==> src/rtl/rn_pkg.sv <==
package rn_pkg;
    parameter int ARCH_REGS = 8;
    parameter int PHYS_REGS = 16;
    localparam int AW = $clog2(ARCH_REGS);
    localparam int PW = $clog2(PHYS_REGS);

    typedef logic [AW-1:0]        arch_t;
    typedef logic [PW-1:0]        phys_t;
    typedef logic [PHYS_REGS-1:0] pmask_t;
    typedef logic [ARCH_REGS-1:0][PW-1:0] map_t;

    typedef struct packed {
        logic  has_dst;
        arch_t dst;
        arch_t src1;
        arch_t src2;
    } ren_req_t;

    typedef struct packed {
        phys_t src1;
        phys_t src2;
        phys_t dst;
        phys_t old;
    } ren_rsp_t;

    // lowest set bit index; zero when mask is empty
    function automatic phys_t lowest_set(input pmask_t m);
        phys_t r;
        r = '0;
        for (int i = PHYS_REGS - 1; i >= 0; i--) begin
            if (m[i]) r = phys_t'(i);
        end
        return r;
    endfunction

    function automatic pmask_t tag_bit(input phys_t p);
        pmask_t r;
        r = '0;
        r[p] = 1'b1;
        return r;
    endfunction

    function automatic pmask_t reset_pool();
        pmask_t r;
        for (int i = 0; i < PHYS_REGS; i++) r[i] = (i >= ARCH_REGS);
        return r;
    endfunction
endpackage

==> src/rtl/rn_map_table.sv <==
module rn_map_table
    import rn_pkg::*;
(
    input  logic  clk,
    input  logic  rst,
    input  arch_t rd_a1,
    input  arch_t rd_a2,
    input  arch_t rd_ad,
    output phys_t rd_p1,
    output phys_t rd_p2,
    output phys_t rd_pold,
    input  logic  wr_en,
    input  arch_t wr_arch,
    input  phys_t wr_phys,
    input  logic  ckpt_save,
    input  logic  recover,
    output map_t  map_o
);
    map_t map_q;
    map_t ckpt_q;
    map_t map_next;
    map_t map_init;

    always_comb begin
        for (int i = 0; i < ARCH_REGS; i++) map_init[i] = phys_t'(i);
    end

    assign rd_p1   = map_q[rd_a1];
    assign rd_p2   = map_q[rd_a2];
    assign rd_pold = map_q[rd_ad];
    assign map_o   = map_q;

    always_comb begin
        map_next = map_q;
        if (wr_en) map_next[wr_arch] = wr_phys;
    end

    always_ff @(posedge clk) begin
        if (rst) begin
            map_q  <= map_init;
            ckpt_q <= map_init;
        end else if (recover) begin
            map_q  <= ckpt_q;
        end else begin
            map_q  <= map_next;
            if (ckpt_save) ckpt_q <= map_next;
        end
    end
endmodule

==> src/rtl/rn_free_pool.sv <==
module rn_free_pool
    import rn_pkg::*;
(
    input  logic   clk,
    input  logic   rst,
    input  logic   alloc_en,
    output phys_t  alloc_phys,
    output logic   any_free,
    input  logic   ret_en,
    input  phys_t  ret_phys,
    input  logic   ckpt_save,
    input  logic   recover,
    output pmask_t free_o
);
    pmask_t free_q;
    pmask_t since_q;
    pmask_t alloc_mask;
    pmask_t ret_mask;

    assign alloc_phys = lowest_set(free_q);
    assign any_free   = |free_q;
    assign alloc_mask = alloc_en ? tag_bit(alloc_phys) : '0;
    assign ret_mask   = ret_en ? tag_bit(ret_phys) : '0;
    assign free_o     = free_q;

    always_ff @(posedge clk) begin
        if (rst) begin
            free_q  <= reset_pool();
            since_q <= '0;
        end else if (recover) begin
            free_q  <= free_q | since_q | ret_mask;
            since_q <= '0;
        end else begin
            free_q  <= (free_q & ~alloc_mask) | ret_mask;
            since_q <= ckpt_save ? '0 : (since_q | alloc_mask);
        end
    end
endmodule

==> src/rtl/reg_rename.sv <==
module reg_rename
    import rn_pkg::*;
(
    input  logic          clk,
    input  logic          rst,
    input  logic          ren_valid,
    output logic          ren_ready,
    input  logic          ren_has_dst,
    input  logic [AW-1:0] ren_dst,
    input  logic [AW-1:0] ren_src1,
    input  logic [AW-1:0] ren_src2,
    input  logic          ren_ckpt,
    output logic [PW-1:0] out_src1_phys,
    output logic [PW-1:0] out_src2_phys,
    output logic [PW-1:0] out_dst_phys,
    output logic [PW-1:0] out_old_phys,
    input  logic          ret_valid,
    input  logic [PW-1:0] ret_phys,
    input  logic          recover
);
    ren_req_t req;
    ren_rsp_t rsp;
    logic     any_free;
    logic     fire;
    logic     alloc_en;
    pmask_t   free_mask;
    map_t     map_flat;

    assign req = '{has_dst: ren_has_dst, dst: ren_dst, src1: ren_src1, src2: ren_src2};

    assign ren_ready = !recover && any_free;
    assign fire      = ren_valid && ren_ready;
    assign alloc_en  = fire && req.has_dst;

    rn_map_table u_map (
        .clk       (clk),
        .rst       (rst),
        .rd_a1     (req.src1),
        .rd_a2     (req.src2),
        .rd_ad     (req.dst),
        .rd_p1     (rsp.src1),
        .rd_p2     (rsp.src2),
        .rd_pold   (rsp.old),
        .wr_en     (alloc_en),
        .wr_arch   (req.dst),
        .wr_phys   (rsp.dst),
        .ckpt_save (fire && ren_ckpt),
        .recover   (recover),
        .map_o     (map_flat)
    );

    rn_free_pool u_pool (
        .clk        (clk),
        .rst        (rst),
        .alloc_en   (alloc_en),
        .alloc_phys (rsp.dst),
        .any_free   (any_free),
        .ret_en     (ret_valid),
        .ret_phys   (ret_phys),
        .ckpt_save  (fire && ren_ckpt),
        .recover    (recover),
        .free_o     (free_mask)
    );

    assign out_src1_phys = rsp.src1;
    assign out_src2_phys = rsp.src2;
    assign out_dst_phys  = rsp.dst;
    assign out_old_phys  = rsp.old;
endmodule

==> config.mk <==
export PLATFORM = sky130hd
export DESIGN_NAME = reg_rename
export DESIGN_NICKNAME = d
export VERILOG_FILES = /design/src/rtl/rn_pkg.sv /design/src/rtl/rn_map_table.sv /design/src/rtl/rn_free_pool.sv /design/src/rtl/reg_rename.sv
export SDC_FILE = /design/constraint.sdc
export NUM_CORES = 1
export LEC_CHECK = 0
export ABC_AREA = 1
export BUFFER_PORTS_ARGS = -buffer_cell sky130_fd_sc_hd__buf_2
export CAP_MARGIN = 20
export CORE_ASPECT_RATIO = 2
export CORE_MARGIN = 2
export CORE_UTILIZATION = 61
export DETAILED_ROUTE_END_ITERATION = 8
export GPL_ROUTABILITY_DRIVEN = 0
export MAX_ROUTING_LAYER = met4
export PLACE_DENSITY = 0.8
export REMOVE_ABC_BUFFERS = 1
export SETUP_SLACK_MARGIN = 0.4
export SLEW_MARGIN = 20
export SYNTH_ARGS = -nofsm -noshare
export SYNTH_HDL_FRONTEND = slang
export SYNTH_HIERARCHICAL = 1
export SYNTH_SLANG_ARGS = --single-unit
==> constraint.sdc <==
create_clock -name clk -period 2.1 [get_ports clk]
set_input_delay 0.315 -clock clk [delete_from_list [all_inputs] [get_ports clk]]
set_output_delay 0.315 -clock clk [all_outputs]
set_load 0.02 [all_outputs]
==> reports/metrics.cfg, run 1 <==
[floorplan]
row_count = 49
die_h_um = 139
die_w_um = 71.6
num_io_pins = 37
start_util = 0.622

[placed_design]
dpl.hpwl_um = 12100
place_ws_ns = 0.0676
portBuffers = 36

[synthesis]
ys_ff_latch = 96
ys_seq_area_frac = 0.345
ys_top_cells_by_area = dfxtp_1 (35%), nand2_1 (20%), nand3_1 (12%)
yosys.cell_types.count = 29
syn_area_mm2 = 0.00557
synth_flop_cell = dfxtp_1
yosysTopAreaCell = dfxtp_1
synth_edf_count = 0
ys_warn_count = 6
synth_area_per_cell_um2 = 6.03
synth_cells = 923
synth_top_area_share = 0.345
async_flop_share = 0

[sta]
endpoint_type = output port
worst_endpoint = out_dst_phys[0]

[run_status]
tool.error = [ERROR GRT-0232] Routing congestion too high. Check the congestion heatmap in the GUI.
lastStage = global routing
outcome = aborted with a tool error

[clock_tree]
clock_sinks = 96
cts_buffers = 9
cts_htree_levels = 3
cts_buffer_depth = 2
root_buffer = clkbuf_16
hold_buffers = 0

[global_route]
grt_overflow_total = 48
grt_max_degree = 42
gr-usage-all-layers = 0.727

[per-stage QoR]
step	TNS [ns]	hold WS [ns]	instance area, um^2	std cells	utilization
after floorplan	-0.0702	0.384	5390	883	-
after global placement	0	0.442	5860	1042	0.655
after detailed placement	0	0.450	5860	1042	0.655
after CTS	-0.0587	0.232	7640	1095	0.853
[kinds of logic after synthesis]
family / after synthesis / synth area share
simple gates: 499 / 0.394
compound gates: 134 / 0.125
flops: 96 / 0.345
buf+inv: 194 / 0.137
[cell usage after synthesis (all sizes together) (2+ instances only)]
master	number
dfxtp	96
nand2	297
o21ai	26
nor2	47
nor3	10
o311ai	2
nand4	3
inv	154
a21oi	104
clkbuf	22
o211ai	2
nand3	139
buf	18
[metal layers]
metal	track usage	GRT overflow
met5	-	-
met4	0.784	14
met3	0.387	0
met2	0.937	34
met1	0.717	0
[repair_timing]
action,CTS
pin swaps,88
gates resized for setup,275
setup endpoints to repair,112
cloned,2
buffers inserted,36
==> inputs of run 2 (changes only) <==
--- a/config.mk
+++ b/config.mk
@@ -8,15 +8,12 @@
 export ABC_AREA = 1
 export BUFFER_PORTS_ARGS = -buffer_cell sky130_fd_sc_hd__buf_2
 export CAP_MARGIN = 20
-export CORE_ASPECT_RATIO = 2
 export CORE_MARGIN = 2
-export CORE_UTILIZATION = 61
+export CORE_UTILIZATION = 40
 export DETAILED_ROUTE_END_ITERATION = 8
 export GPL_ROUTABILITY_DRIVEN = 0
-export MAX_ROUTING_LAYER = met4
-export PLACE_DENSITY = 0.8
+export PLACE_DENSITY_LB_ADDON = 0.15
 export REMOVE_ABC_BUFFERS = 1
-export SETUP_SLACK_MARGIN = 0.4
 export SLEW_MARGIN = 20
 export SYNTH_ARGS = -nofsm -noshare
 export SYNTH_HDL_FRONTEND = slang
==> run 2 against run 1 <==
The flow now finishes, with violations (negative setup slack). Synthesized cell count did not move. Area after synthesis unchanged.
==> reports/metrics.cfg, run 2 <==
[final_layout]
area_growth_pct = 15.7
regArea_mm2 = 0.00192
multiInputGateArea_mm2 = 0.00292
fin_cells = 1151
fillCellCount = 1504
final_common_cell = nand2_1
antennaDiodeCount = 0
utilization = 0.470
nets = 987
drive_above_1_share = 0.140
final_cell_mix = nand2_1 (288), inv_1 (140), nand3_1 (133)

[global_route]
gr-usage-all-layers = 0.226
grt_pass1_wl_um = 26400
grt_max_degree = 69
grt_overflow_total = 0
grt_pass1_vias = 5189
antenna_found_initial = 0

[critical_path]
crit_type = reg2out
crit_top_cell = nand2_1
worstPathArrival_ns = 1.87
crit_path_end_kind = output port
required_ns = 1.78
cp.buffers_inverters = 3
startpoint_type = register
slowest_stage = dfxtp_2
critPathTopFamily = simple AND/OR/NAND/NOR gates
r2r_setup_slack_ns = 0.01
crit_path_cell_trace = inv_2, nand2_2, nand2_1, nand2_1, nand2_1, nand2_1, nand2_1, nand2_1, nand2_1, nand2_1, nand2_1, nand2_1, nand2_2, nand2_4, nand2_4, nand2_4, clkinvlp_4, buf_6
slowest_delay_ns = 0.33
crit_fanout = 3

[job]
drv_cap = 0

[synthesis]
ys_seq_area_frac = 0.345  ; unchanged
ys_warn_count = 6  ; unchanged
synth_edf_count = 0  ; unchanged
synth.most_common_cell = nand2_1
ys_ff_latch = 96  ; unchanged
ys_top_cells_by_area = dfxtp_1 (35%), nand2_1 (20%), nand3_1 (12%)
yosysTopAreaCell = dfxtp_1
netlist_top_cells_count = nand2_1 (290), inv_1 (143), nand3_1 (134)
async_flop_share = 0  ; unchanged
syn_area_mm2 = 0.00557  ; unchanged
synth_flop_cell = dfxtp_1
yosys.cell_types.count = 29  ; unchanged
synth_top_area_share = 0.345  ; unchanged
synth_cells = 923  ; unchanged
synth_area_per_cell_um2 = 6.03  ; unchanged

[pwr]
p_int_mw = 3.16
vdd_drop_max_uv = 451
swShare = 0.302
seq_power_share = 0.425
comb_power_share = 0.213
clock_power_share = 0.362
power_density_mw_per_mm2 = 703
leakage_nw = 3.12
finalPower_mw = 4.53
p_sw_mw = 1.37

[floorplan]
die_h_um = 122  ; -12%
dieArea_mm2 = 0.0149
die_w_um = 122  ; +70%
start_util = 0.406  ; -0.216
core_mm2 = 0.0137
row_count = 43  ; -12%
num_io_pins = 37  ; unchanged

[sta]
rsz0062_at_grt = true
drv_slew = 0
fin_crit_sh = 1.04
hold_ws_ns = 0.237
hold_violations = 0
finalWorstSetupSlack_ns = -0.0876
worst_pin_slew_ns = 0.501
period_minus_slack_ns = 2.19
skew_ns = 0.00712
maxSlewHeadroom = 0.666
max_freq_ghz = 0.457
setup_viol = 2

[placed_design]
portBuffers = 36  ; unchanged
dpl.hpwl_um = 11600  ; -4.1%
dp_cells = 1129  ; +8.3%
place_ws_ns = 0.0582  ; -0.00939 ns

[clock_tree]
root_buffer = clkbuf_16
clkTransAtPathRegs_ns = 0.06
cts_buffer_depth = 2  ; unchanged
clk_latency_ns = 0.35
clock_sinks = 96  ; unchanged
cts_htree_levels = 3  ; unchanged
cts_tree = built
cts_buffers = 9  ; unchanged

[route]
ant_nets = 0
drtIter0Drc = 360
avgRoutedWirePerCell_um = 14.1
post-route-drc-count = 0
firstDrtPassIters = 7
drt_wl_total_um = 16200
vias_per_cell = 4.91
vias = 5657

[hold_path]
min_path_type = in2reg

[run_status]
violations = negative setup slack
outcome = complete, but fails checks

-- run 2: cell counts after synthesis --
Identical to the previous run, type by type.
-- run 2: worst paths after layout --
| path | startpoint | endpoint | cells after the start |
|---|---|---|---|
| max | u_pool/free_o[14] | out_dst_phys[0] | 18 |
| min | ret_phys[0] | u_pool/free_o[14] | 2 |
| max reg2reg | u_pool/free_o[14] | u_map/ckpt_q[8] | 23 |
| min reg2reg | u_pool/since_q[6] | u_pool/since_q[6] | 2 |
-- run 2: area by class of cell --
class	instances	share of cell area
multi-input cells	633	0.453
flip-flops and latches	96	0.299
repair buffers	73	0.0763
clock inverters	4	0.00699
clock buffers	11	0.0377
well taps	180	0.0350
inverters	154	0.0919
-- run 2: power by group through the flow --
| stage | logic [mW] | registers (mW) | clock network [mW] |
|---|---|---|---|
| after floorplan | 0.532 | 1.95 | 0 |
| after global placement | 0.887 | 1.97 | 0 |
| after detailed placement | 0.886 | 1.97 | 0 |
| after CTS | 0.928 | 1.92 | 1.68 |
| after global routing | 1.07 | 1.93 | 1.74 |
| final | 0.963 | 1.93 | 1.64 |
-- run 2: kinds of logic (layout without fill, tap and decap cells) --
logic type	count (synthesis)	count (layout)	share of synthesized area
and+or+nand+nor	499	499	0.394
DFF	96	96	0.345
AOI/OAI and AO/OA	134	134	0.125
buffers and inverters	194	242	0.137
-- run 2: worst register-to-register path, cell delays in order, from the launching register on --
cell	delay (ns)
dfxtp_2	0.33
inv_2	0.05
nand2_2	0.05
nand2_1	0.05
nand2_1	0.05
nand2_1	0.05
nand2_1	0.06
nand2_1	0.05
nand2_1	0.06
nand2_1	0.05
nand2_1	0.06
nand2_1	0.05
nand2_1	0.06
nand2_2	0.07
nand2_4	0.08
nand2_4	0.07
nand2_4	0.08
clkinvlp_4	0.12
buf_4	0.19
buf_4	0.14
nand3_1	0.10
nand3_1	0.10
nand2_1	0.07
inv_1	0.03
-- run 2: metrics by stage --
step           TNS, ns  cell area [um^2]
2_1_floorplan  -0.0702              5390
3_3_place_gp         0              6040
3_5_place_dp         0              6040
4_1_cts        -0.0722              6370
5_1_grt          -3.15              6440
6_report        -0.116              6440
-- run 2: per-layer routing --
metal / up-vias / global-route usage / routed length (um)
li1: 2990 / - / -
met3: 19 / 0.0426 / 774
met4: 0 / 0.0747 / 319
met5: - / 0 / 0
met2: 134 / 0.380 / 7540
met1: 2514 / 0.293 / 7580
-- run 2: repair_timing --
action	CTS	global route
setup endpoints to repair	3	84
endpoints found under the hold margin	0	0
resized for setup	7	15
buffers inserted	3	4
hold buffers	0	0
pin swaps	0	3
Note: power is estimated with default switching activity, not from simulation.
